===== src/rtl/sinc_decim_pkg.sv =====
package sinc_decim_pkg;

  // Binomial coefficient n choose k, used as window weight
  function automatic int binom(input int n, input int k);
    int r;
    r = 1;
    for (int i = 0; i < k; i++) r = (r * (n - i)) / (i + 1);
    return r;
  endfunction

  // Bit offset of data segment g in the flattened inter-section bus
  function automatic int seg_off(input int g, input int in_w, input int order);
    return g * in_w + (order * g * (g - 1)) / 2;
  endfunction

endpackage


===== src/rtl/sinc_half_section.sv =====
module sinc_half_section #(
  parameter int IN_W   = 2,
  parameter int ORDER  = 4,
  parameter int WARM   = 2,
  parameter int IN_MAG = 1
) (
  input  logic                       clk,
  input  logic                       rst,
  input  logic                       adv,
  input  logic                       v_i,
  input  logic signed [IN_W-1:0]     d_i,
  output logic                       v_o,
  output logic signed [IN_W+ORDER-1:0] d_o
);
  localparam int SO     = IN_W + ORDER;
  localparam int TAPS   = ORDER + 1;
  localparam int WCW    = $clog2(WARM + 2);
  localparam int FULL   = 2 * (WARM + 1);
  localparam int SEEN_W = $clog2(FULL + 2) + 1;
  localparam int LIM    = IN_MAG * (2 ** ORDER);

  logic signed [IN_W-1:0] hist [ORDER];
  logic                   phase;
  logic [WCW-1:0]         warm_cnt;
  logic signed [SO-1:0]   ext  [TAPS];
  logic signed [SO-1:0]   prod [TAPS];
  logic signed [SO-1:0]   acc;
  logic                   take, emit, warm_done;

  assign take      = adv && v_i;
  assign emit      = take && phase;
  assign warm_done = (warm_cnt == WCW'(WARM));

  // Weighted window: newest sample at tap 0
  assign ext[0] = SO'(d_i);
  for (genvar g = 0; g < TAPS; g++) begin : g_tap
    localparam logic signed [SO-1:0] CK = SO'(sinc_decim_pkg::binom(ORDER, g));
    if (g > 0) begin : g_hist
      assign ext[g] = SO'(hist[g-1]);
    end
    assign prod[g] = CK * ext[g];
  end

  always_comb begin
    acc = '0;
    for (int k = 0; k < TAPS; k++) acc = acc + prod[k];
  end

  always_ff @(posedge clk) begin
    if (rst) begin
      for (int i = 0; i < ORDER; i++) hist[i] <= '0;
      phase    <= 1'b0;
      warm_cnt <= '0;
      v_o      <= 1'b0;
      d_o      <= '0;
    end else if (adv) begin
      v_o <= emit && warm_done;
      if (take) begin
        hist[0] <= d_i;
        for (int i = 1; i < ORDER; i++) hist[i] <= hist[i-1];
        phase <= ~phase;
      end
      if (emit) begin
        d_o <= acc;
        if (!warm_done) warm_cnt <= warm_cnt + 1'b1;
      end
    end
  end

  // Checker-side count of accepted samples, saturating
  logic [SEEN_W-1:0] seen;
  always_ff @(posedge clk) begin
    if (rst) seen <= '0;
    else if (take && seen < SEEN_W'(FULL)) seen <= seen + 1'b1;
  end

  assert_pair_phase_R3: assert property (@(posedge clk) disable iff (rst)
    v_o |-> !phase);
  assert_warmup_R4: assert property (@(posedge clk) disable iff (rst)
    v_o |-> (seen >= SEEN_W'(FULL)));
  assert_no_overflow_R6: assert property (@(posedge clk) disable iff (rst)
    v_o |-> (int'(d_o) <= LIM && int'(d_o) >= -LIM));

endmodule


===== src/rtl/sinc_decim8.sv =====
module sinc_decim8 #(
  parameter int STAGES = 3,
  parameter int ORDER  = 4,
  parameter int WARM   = 2,
  localparam int OUT_W = 2 + STAGES * ORDER
) (
  input  logic             clk,
  input  logic             rst,
  input  logic             in_valid,
  output logic             in_ready,
  input  logic             in_bit,
  output logic             out_valid,
  input  logic             out_ready,
  output logic [OUT_W-1:0] out_data
);
  localparam int IN_W = 2;
  localparam int TOT  = sinc_decim_pkg::seg_off(STAGES + 1, IN_W, ORDER);

  logic [TOT-1:0]  flat;
  logic [STAGES:0] vld;
  logic            adv;

  // The whole chain advances unless a finished word is stalled
  assign adv      = !out_valid || out_ready;
  assign in_ready = adv;

  assign vld[0] = in_valid;
  assign flat[sinc_decim_pkg::seg_off(0, IN_W, ORDER) +: IN_W] =
    in_bit ? 2'sb01 : 2'sb11;

  for (genvar g = 0; g < STAGES; g++) begin : g_sec
    localparam int WI  = IN_W + g * ORDER;
    localparam int OI  = sinc_decim_pkg::seg_off(g, IN_W, ORDER);
    localparam int OO  = sinc_decim_pkg::seg_off(g + 1, IN_W, ORDER);
    localparam int MAG = 1 << (g * ORDER);
    logic signed [WI+ORDER-1:0] y;
    sinc_half_section #(
      .IN_W(WI), .ORDER(ORDER), .WARM(WARM), .IN_MAG(MAG)
    ) sec_i (
      .clk(clk), .rst(rst), .adv(adv),
      .v_i(vld[g]), .d_i(flat[OI +: WI]),
      .v_o(vld[g+1]), .d_o(y)
    );
    assign flat[OO +: WI+ORDER] = y;
  end

  assign out_valid = vld[STAGES];
  assign out_data  = flat[sinc_decim_pkg::seg_off(STAGES, IN_W, ORDER) +: OUT_W];

  assert_stall_hold_R5: assert property (@(posedge clk) disable iff (rst)
    (out_valid && !out_ready) |=> (out_valid && $stable(out_data)));

endmodule


===== config.mk =====
export PLATFORM = sky130hd
export DESIGN_NAME = sinc_decim8
export DESIGN_NICKNAME = d
export VERILOG_FILES = /design/src/rtl/sinc_decim_pkg.sv /design/src/rtl/sinc_half_section.sv /design/src/rtl/sinc_decim8.sv
export SDC_FILE = /design/constraint.sdc
export NUM_CORES = 1
export LEC_CHECK = 0
export ABC_AREA = 1
export CAP_MARGIN = 25
export CORE_MARGIN = 3
export CORE_UTILIZATION = 30
export CTS_BUF_LIST = sky130_fd_sc_hd__clkbuf_8
export DETAILED_ROUTE_END_ITERATION = 7
export PLACE_DENSITY_LB_ADDON = 0.08
export SETUP_SLACK_MARGIN = 0.4
export SLEW_MARGIN = 15
export SYNTH_ARGS = -nofsm -noshare
export SYNTH_HDL_FRONTEND = slang
export SYNTH_HIERARCHICAL = 1
export SYNTH_SLANG_ARGS = --single-unit
export TNS_END_PERCENT = 100

===== constraint.sdc =====
create_clock -name clk -period 8.12 [get_ports clk]
set_clock_uncertainty 0.05 [all_clocks]
set_input_delay 1.218 -clock clk [delete_from_list [all_inputs] [get_ports clk]]
set_output_delay 1.218 -clock clk [all_outputs]
set_load 0.03 [all_outputs]

==> flow_metrics.env, run 1 <==
export IMPL_grt_pass1_wl_um=26200
export IMPL_grt_max_degree=42
export IMPL_yosys_area_share_simple_pct=15.2
export IMPL_first_global_vias=5268
export IMPL_finalMaxSlewViolations=0
export IMPL_fin_nets=1036
export IMPL_routed_via_density=4.12
export IMPL_final_setup_tns_ns=0
export IMPL_globalRouteOverflowTotal=0
export IMPL_start_util_pct=30.9
export IMPL_wl_per_cell_um=12.2
export IMPL_syn_instance_count=875
export IMPL_clock_sinks=114
export IMPL_synth_compound_area_share_pct=6.45
export IMPL_die_width_um=168
export IMPL_port_buffers=20
export IMPL_cts_tree="done"
export IMPL_global_route_usage_total_pct=11.5
export IMPL_gp_routability_congestion=0.806
export IMPL_final_min_period_over_clock_period_pct=58.8
export IMPL_clock_insertion_delay_worst_skew_ns=0.43
export IMPL_antenna_left=0
export IMPL_core_region_area_um2=25500
export IMPL_synth_yosys_warnings=6
export IMPL_mappedNetlistArea_um2=7900
export IMPL_drt_pass1_iter_count=6
export IMPL_static_leakage_power_nw=4.23
export IMPL_dieHeight_um=168
export IMPL_utilization_pct=34.6
export IMPL_outcome="complete, no violations"
export IMPL_worst_hold_path_type="flop to flop"
export IMPL_holdPathEnd="g_sec[1].sec_i/warm_cnt[0]"
export IMPL_diode_count=0
export IMPL_mapped_avg_cell_area_um2=9.03
export IMPL_antenna_found_initial=0
export IMPL_cpMostUsedCell="sky130_fd_sc_hd__inv_1"
export IMPL_clock_tree_buffer_depth=2
export IMPL_vdd_ir_drop_max_uv=84.1
export IMPL_synth_seq_cells=114
export IMPL_fp_dieArea_um2=28300
export IMPL_ios=21
export IMPL_r2r_start="g_sec[2].sec_i/hist[1][2]"
export IMPL_synthMuxAreaShare_pct=0
export IMPL_hold_path_cell_count=1
export IMPL_layout_drive_gt1_share_pct=6.53
export IMPL_post_cts_resized=0
export IMPL_number_of_placement_rows=58
export IMPL_vias_post_dr=5152
export IMPL_filler_cell_count=2673
export IMPL_hold_path_startpoint="g_sec[1].sec_i/warm_cnt[0]"
export IMPL_cts_post_setup_buffers_inserted=0
export IMPL_crit_path_max_incr_delay_ns=0.51
export IMPL_combinational_family_with_the_most_area_after_synthesis="adder cells"
export IMPL_timing_max_slew_rel_slack_pct=42.0
export IMPL_reg2reg_slack_ns=3.34
export IMPL_tritoncts_num_buffers=17
export IMPL_finalWorstPathRequiredPeriod_ns=4.78
export IMPL_critical_path_peak_fanout=4
export IMPL_crit_required_ns=8.40
export IMPL_clock_pin_slew_of_the_registers_on_the_worst_case_setup_and_hold_paths_ns=0.08
export IMPL_worstPathCellList="ha_1, ha_1, inv_1, fa_1, inv_1, nand3_1, nand3_1, xor2_1, fa_1, fa_1, inv_1, fa_1, inv_1, ha_1, nand2_1, o21ai_0, nand2_1, nand3_2, inv_1, nand3_1, nand3_1, nand2_1, inv_1"
export IMPL_drcViolationCount=0
export IMPL_ctsHtreeMaxLevel=4
export IMPL_data_arrival_time_of_the_worst_path_ns=5.06
export IMPL_hold_buffers=0
export IMPL_grt_setup_unrepaired="false"
export IMPL_rr_endpoint="g_sec[2].sec_i/d_o[13]"
export IMPL_drt_initial_drc_count=176
export IMPL_synthDistinctLibCells=36
export IMPL_synth_seq_area_share_pct=38.0
export IMPL_cpLargestDelayFamily="adder cells"
export IMPL_worst_path_buf_inv=6
export IMPL_synthXorXnorAreaFrac_pct=2.42
export IMPL_max_cap_violations=0
export IMPL_final_wirelength_um=15300
export IMPL_final_hold_viol_count=0
export IMPL_timing_fmax_mhz=209
export IMPL_timing_final_setup_violations=0
export IMPL_area_share_of_fa_ha_maj_cells_after_synthesis_pct=26.6
export IMPL_p_per_area_nw_per_um2=183
export IMPL_crit_path_start_kind="flop"
export IMPL_slowest_stage="sky130_fd_sc_hd__fa_1"
export IMPL_clock_tree_root_cell="sky130_fd_sc_hd__clkbuf_8"
export IMPL_hpwl_um=11800
export IMPL_worst_slew_pin_transition_ns=0.868
export IMPL_worst_r2r_cell_count=23
export IMPL_timing_critical_path_to_type="flop"
export IMPL_signed_area_change_from_the_synthesized_netlist_to_the_final_layout_pct=11.8
export IMPL_crit_type="flop to flop"
-- Yosys cell counts (all sizes together) --
library cell	number	share of area [%]
a31oi	1	0.079
a21o	2	0.19
o21a	2	0.19
dfxtp	42	11
a21oi	40	2.7
nor3	2	0.13
fa	71	18
nand2	132	6.5
or2	1	0.079
nand4	2	0.16
clkbuf	2	0.095
nor2	119	6.1
nand3	32	2.2
edfxtp	72	27
xnor2	8	0.89
ha	54	8.6
buf	10	0.60
conb	1	0.047
o21ai	39	2.6
o21bai	6	0.57
xor2	13	1.5
a32o	1	0.13
inv	223	11
-- registers in the layout, indices dropped and copies added (netlist names) --
register,flops
g_sec.sec_i/warm_cnt,6
g_sec.sec_i/v_o,3
g_sec.sec_i/phase,3
g_sec.sec_i/hist,72
g_sec.sec_i/d_o,30
-- per-stage QoR --
step / total power [mW] / setup WS (ns) / area, um^2 / instances / hold slack, ns
after floorplan: 1.06 / 3.72 / 7900 / 876 / 0.372
after global placement: 1.16 / 3.33 / 8470 / 1216 / 0.393
after detailed placement: 1.16 / 3.32 / 8490 / 1217 / 0.394
after CTS: 1.66 / 3.31 / 8830 / 1249 / 0.411
after global routing: 1.76 / 3.01 / 8830 / 1249 / 0.434
final: 1.61 / 3.34 / 8830 / 1249 / 0.406
-- worst max-delay path by stage --
stage	startpoint	end	slack (ns)	depth (start not counted)
after global placement	g_sec[2].sec_i/hist[1][2]	g_sec[2].sec_i/d_o[13]	3.33	23
after global routing	g_sec[2].sec_i/hist[1][2]	g_sec[2].sec_i/d_o[13]	3.01	24
after detailed placement	g_sec[2].sec_i/hist[1][1]	g_sec[2].sec_i/d_o[13]	3.32	23
after CTS	g_sec[2].sec_i/hist[1][2]	g_sec[2].sec_i/d_o[13]	3.31	23
after floorplan	g_sec[2].sec_i/hist[1][1]	g_sec[2].sec_i/d_o[12]	3.72	21
final	g_sec[2].sec_i/hist[1][2]	g_sec[2].sec_i/d_o[13]	3.34	23
-- logic make-up (layout without fill, tap and decap cells) --
kind of cell,count (synthesis),after routing
AO/OA/AOI/OAI,91,91
XOR/XNOR,21,21
adder cells (fa/ha/maj),125,125
buffers and inverters,235,278
flip-flops,114,114
other,1,2
AND/OR/NAND/NOR,288,288
-- report_power, final --
group	internal, mW	leakage, nW	total, mW	switching [mW]
combinational	0.194	2.96	0.488	0.294
clock	0.216	0.177	0.475	0.259
sequential	0.632	1.09	0.649	0.0170
-- cells in the final DEF (no fill, tap or decap), drive strengths merged --
cell type      count
inv              228
nand2            132
nor2             119
edfxtp            72
fa                71
ha                54
dfxtp             42
a21oi             40
o21ai             39
nand3             32
clkdlybuf4s50     20
clkbuf            18
xor2              13
xnor2              8
o21bai             6
clkinv             6
clkinvlp           3
buf                3
conb               2
nor3               2
a21o               2
nand4              2
o21a               2
a32o               1
or2                1
a31oi              1
-- worst reg2reg max path, cell delays in order (launching register included) --
cell	delay (ns)
sky130_fd_sc_hd__edfxtp_1	0.44
sky130_fd_sc_hd__ha_1	0.30
sky130_fd_sc_hd__ha_1	0.18
sky130_fd_sc_hd__inv_1	0.06
sky130_fd_sc_hd__fa_1	0.39
sky130_fd_sc_hd__inv_1	0.08
sky130_fd_sc_hd__nand3_1	0.09
sky130_fd_sc_hd__nand3_1	0.13
sky130_fd_sc_hd__xor2_1	0.20
sky130_fd_sc_hd__fa_1	0.46
sky130_fd_sc_hd__fa_1	0.51
sky130_fd_sc_hd__inv_1	0.05
sky130_fd_sc_hd__fa_1	0.49
sky130_fd_sc_hd__inv_1	0.04
sky130_fd_sc_hd__ha_1	0.34
sky130_fd_sc_hd__nand2_1	0.11
sky130_fd_sc_hd__o21ai_0	0.27
sky130_fd_sc_hd__nand2_1	0.11
sky130_fd_sc_hd__nand3_2	0.08
sky130_fd_sc_hd__inv_1	0.04
sky130_fd_sc_hd__nand3_1	0.07
sky130_fd_sc_hd__nand3_1	0.07
sky130_fd_sc_hd__nand2_1	0.09
sky130_fd_sc_hd__inv_1	0.04
-- per-layer routing --
| layer | GRT usage (%) | up-vias | part of all wire, % |
|---|---|---|---|
| li1 | - | 2733 | - |
| met4 | 2.99 | 0 | 0.87 |
| met1 | 15.1 | 2378 | 50 |
| met3 | 2.77 | 6 | 2.2 |
| met2 | 19.2 | 35 | 47 |
| met5 | 0 | - | 0 |
-- cell type report --
| cell class | count | area (um^2) | share of cell area (%) |
|---|---|---|---|
| Clock inverter | 14 | 88.8 | 1.01 |
| Timing Repair Buffer | 23 | 230 | 2.61 |
| Tap cell | 330 | 413 | 4.68 |
| Sequential cell | 114 | 3000 | 34.0 |
| Inverter | 223 | 840 | 9.51 |
| Clock buffer | 18 | 248 | 2.81 |
| Multi-Input combinational cell | 527 | 4000 | 45.4 |
Power figures use the tool's default switching activity.
==> inputs of run 2 (changes only) <==
clock period = 4.05 ns   (was 8.12 ns; I/O delays follow)
==> flow_metrics.env, run 2 (synthesis results as in run 1) <==
export IMPL_tritoncts_num_buffers=17
export IMPL_mostFrequentLayoutCells="196 x sky130_fd_sc_hd__inv_1, 114 x sky130_fd_sc_hd__nand2_1, 110 x sky130_fd_sc_hd__nor2_1"
export IMPL_clock_tree_buffer_depth=2
export IMPL_hold_path_cell_count=1
export IMPL_clock_insertion_delay_worst_skew_ns=0.44
export IMPL_final_wirelength_um=17700
export IMPL_diode_count=0
export IMPL_outcome="finished, violations left"
export IMPL_worst_hold_path_type="flop to flop"
export IMPL_vdd_ir_drop_max_uv=163
export IMPL_grt_setup_unrepaired="true"
export IMPL_multiInputGateArea_um2=4640
export IMPL_reg2reg_slack_ns=-0.41
export IMPL_clock_pin_slew_of_the_registers_on_the_worst_case_setup_and_hold_paths_ns=0.09
export IMPL_grt_pass1_wl_um=30200
export IMPL_place_ws_ns=-0.527
export IMPL_clock_sinks=114
export IMPL_worst_r2r_cell_count=23
export IMPL_routed_via_density=4.18
export IMPL_gp_routability_congestion=0.729
export IMPL_timing_critical_path_to_type="flop"
export IMPL_filler_cell_count=2636
export IMPL_timing_final_setup_violations=13
export IMPL_intPower_mw=2.49
export IMPL_p_seq_share_pct=32.9
export IMPL_r2r_start="g_sec[2].sec_i/hist[1][2]"
export IMPL_layout_top_registers="g_sec.sec_i/hist: 72 flops, g_sec.sec_i/d_o: 30 flops, g_sec.sec_i/warm_cnt: 6 flops"
export IMPL_vias_post_dr=5610
export IMPL_wl_per_cell_um=13.2
export IMPL_dieHeight_um=168
export IMPL_die_width_um=168
export IMPL_antenna_left=0
export IMPL_final_min_period_over_clock_period_pct=110
export IMPL_crit_required_ns=4.35
export IMPL_first_global_vias=5960
export IMPL_core_region_area_um2=25500
export IMPL_timing_fmax_mhz=224
export IMPL_globalRouteOverflowTotal=0
export IMPL_layout_drive_gt1_share_pct=26.1
export IMPL_drcViolationCount=0
export IMPL_hpwl_um=13200
export IMPL_post_place_cells=1279
export IMPL_port_buffers=20
export IMPL_static_leakage_power_nw=4.74
export IMPL_most_common_cell_after_layout_fill_and_taps_aside="sky130_fd_sc_hd__inv_1"
export IMPL_global_route_usage_total_pct=13.3
export IMPL_drt_initial_drc_count=192
export IMPL_ctsHtreeMaxLevel=4
export IMPL_finalMaxSlewViolations=0
export IMPL_gate_power_share_pct=41.7
export IMPL_cts_tree="done"
export IMPL_number_of_placement_rows=58
export IMPL_layoutNonFillerInstCount=1342
export IMPL_critical_path_peak_fanout=3
export IMPL_setup_ws_ns=-0.406
export IMPL_p_clk_share_pct=25.4
export IMPL_max_cap_violations=0
export IMPL_start_util_pct=30.9
export IMPL_netSwitchingFraction_pct=36.9
export IMPL_antenna_found_initial=0
export IMPL_hold_buffers=0
export IMPL_signed_area_change_from_the_synthesized_netlist_to_the_final_layout_pct=29.4
export IMPL_data_arrival_time_of_the_worst_path_ns=4.76
export IMPL_fin_nets=1129
export IMPL_number_of_flip_flops_under_the_largest_register_name=72
export IMPL_crit_type="flop to flop"
export IMPL_timing_max_slew_rel_slack_pct=60.7
export IMPL_final_hold_viol_count=0
export IMPL_largest_register="g_sec.sec_i/hist"
export IMPL_seqCellArea_um2=3000
export IMPL_grt_max_degree=41
export IMPL_fp_dieArea_um2=28300
export IMPL_clock_tree_root_cell="sky130_fd_sc_hd__clkbuf_8"
export IMPL_worst_slew_pin_transition_ns=0.590
export IMPL_p_per_area_nw_per_um2=387
export IMPL_hold_path_startpoint="g_sec[1].sec_i/warm_cnt[0]"
export IMPL_finalWorstPathRequiredPeriod_ns=4.46
export IMPL_crit_path_start_kind="flop"
export IMPL_violations="setup timing"
export IMPL_ios=21
export IMPL_drt_pass1_iter_count=4
export IMPL_p_switching_mw=1.46
export IMPL_rr_endpoint="g_sec[2].sec_i/d_o[12]"
export IMPL_holdPathEnd="g_sec[1].sec_i/warm_cnt[0]"
## run 2: layout make-up
cell class | instances | share of cell area, %
sequential | 114 | 29.4
inverter | 223 | 8.24
clock buffer | 17 | 2.29
timing repair buffer | 116 | 9.44
tap | 330 | 4.04
clock inverter | 15 | 1.21
multi-input combinational | 527 | 45.4
## run 2: how the worst max path moves through the flow
stage	startpoint	endpoint	slack (ns)	cells after the start
2_1_floorplan	g_sec[2].sec_i/hist[1][2]	g_sec[2].sec_i/d_o[12]	-0.19	23
3_3_place_gp	g_sec[2].sec_i/hist[1][2]	g_sec[2].sec_i/d_o[12]	-0.53	23
3_5_place_dp	g_sec[2].sec_i/hist[1][2]	g_sec[2].sec_i/d_o[12]	-0.53	21
4_1_cts	g_sec[2].sec_i/hist[1][1]	g_sec[2].sec_i/d_o[12]	-0.46	23
5_1_grt	g_sec[2].sec_i/hist[1][2]	g_sec[2].sec_i/d_o[12]	-0.64	23
6_report	g_sec[2].sec_i/hist[1][2]	g_sec[2].sec_i/d_o[12]	-0.41	23
## run 2: what timing repair did
action                                  CTS  global route
pin swaps                                63            29
gates resized for setup                  50            42
endpoints found under the setup margin   16            17
hold endpoints to repair                  0             0
gates cloned                              0             0
setup buffers                            29             2
## run 2: through the flow
step           utilization (%)  cell area (um^2)  setup TNS (ns)  hold slack, ns  power [mW]
2_1_floorplan                -              8160          -0.845           0.372        2.28
3_3_place_gp              36.0              9200           -4.09           0.386        2.77
3_5_place_dp              36.0              9200           -4.08           0.399        2.75
4_1_cts                   39.2             10000           -3.58           0.412        3.93
5_1_grt                   40.0             10200           -6.20           0.435        4.28
6_report                  40.0             10200           -3.33           0.406        3.95
## run 2: worst max-delay path, cell delays in order (launching register included)
cell,delay (ns)
sky130_fd_sc_hd__edfxtp_1,0.42
sky130_fd_sc_hd__buf_4,0.16
sky130_fd_sc_hd__ha_4,0.25
sky130_fd_sc_hd__inv_1,0.05
sky130_fd_sc_hd__fa_2,0.40
sky130_fd_sc_hd__inv_2,0.08
sky130_fd_sc_hd__nand3_4,0.09
sky130_fd_sc_hd__nand3_4,0.08
sky130_fd_sc_hd__nand2_1,0.06
sky130_fd_sc_hd__nand3_1,0.08
sky130_fd_sc_hd__nand4_1,0.11
sky130_fd_sc_hd__fa_1,0.49
sky130_fd_sc_hd__inv_1,0.05
sky130_fd_sc_hd__fa_1,0.45
sky130_fd_sc_hd__fa_1,0.58
sky130_fd_sc_hd__ha_4,0.23
sky130_fd_sc_hd__inv_4,0.07
sky130_fd_sc_hd__o21ai_0,0.07
sky130_fd_sc_hd__a31oi_1,0.18
sky130_fd_sc_hd__nand3_2,0.12
sky130_fd_sc_hd__a21oi_2,0.14
sky130_fd_sc_hd__o21ai_1,0.08
sky130_fd_sc_hd__nand2_1,0.06
sky130_fd_sc_hd__inv_1,0.03
## run 2: layer usage
metal,vias up,wire (um),track usage (%)
met2,24,9020,23.7
met4,0,145,2.99
met5,-,0,0
met3,10,294,2.72
met1,2663,8220,16.7
li1,2913,-,-
## run 2: power by group through the flow
| stage | registers (mW) | clock network (mW) | logic [mW] |
|---|---|---|---|
| finish | 1.30 | 1.00 | 1.64 |
| global route | 1.31 | 1.11 | 1.86 |
| CTS | 1.30 | 1.05 | 1.58 |
| detailed placement | 1.33 | 0 | 1.42 |
| global placement | 1.33 | 0 | 1.44 |
| floorplan | 1.32 | 0 | 0.964 |
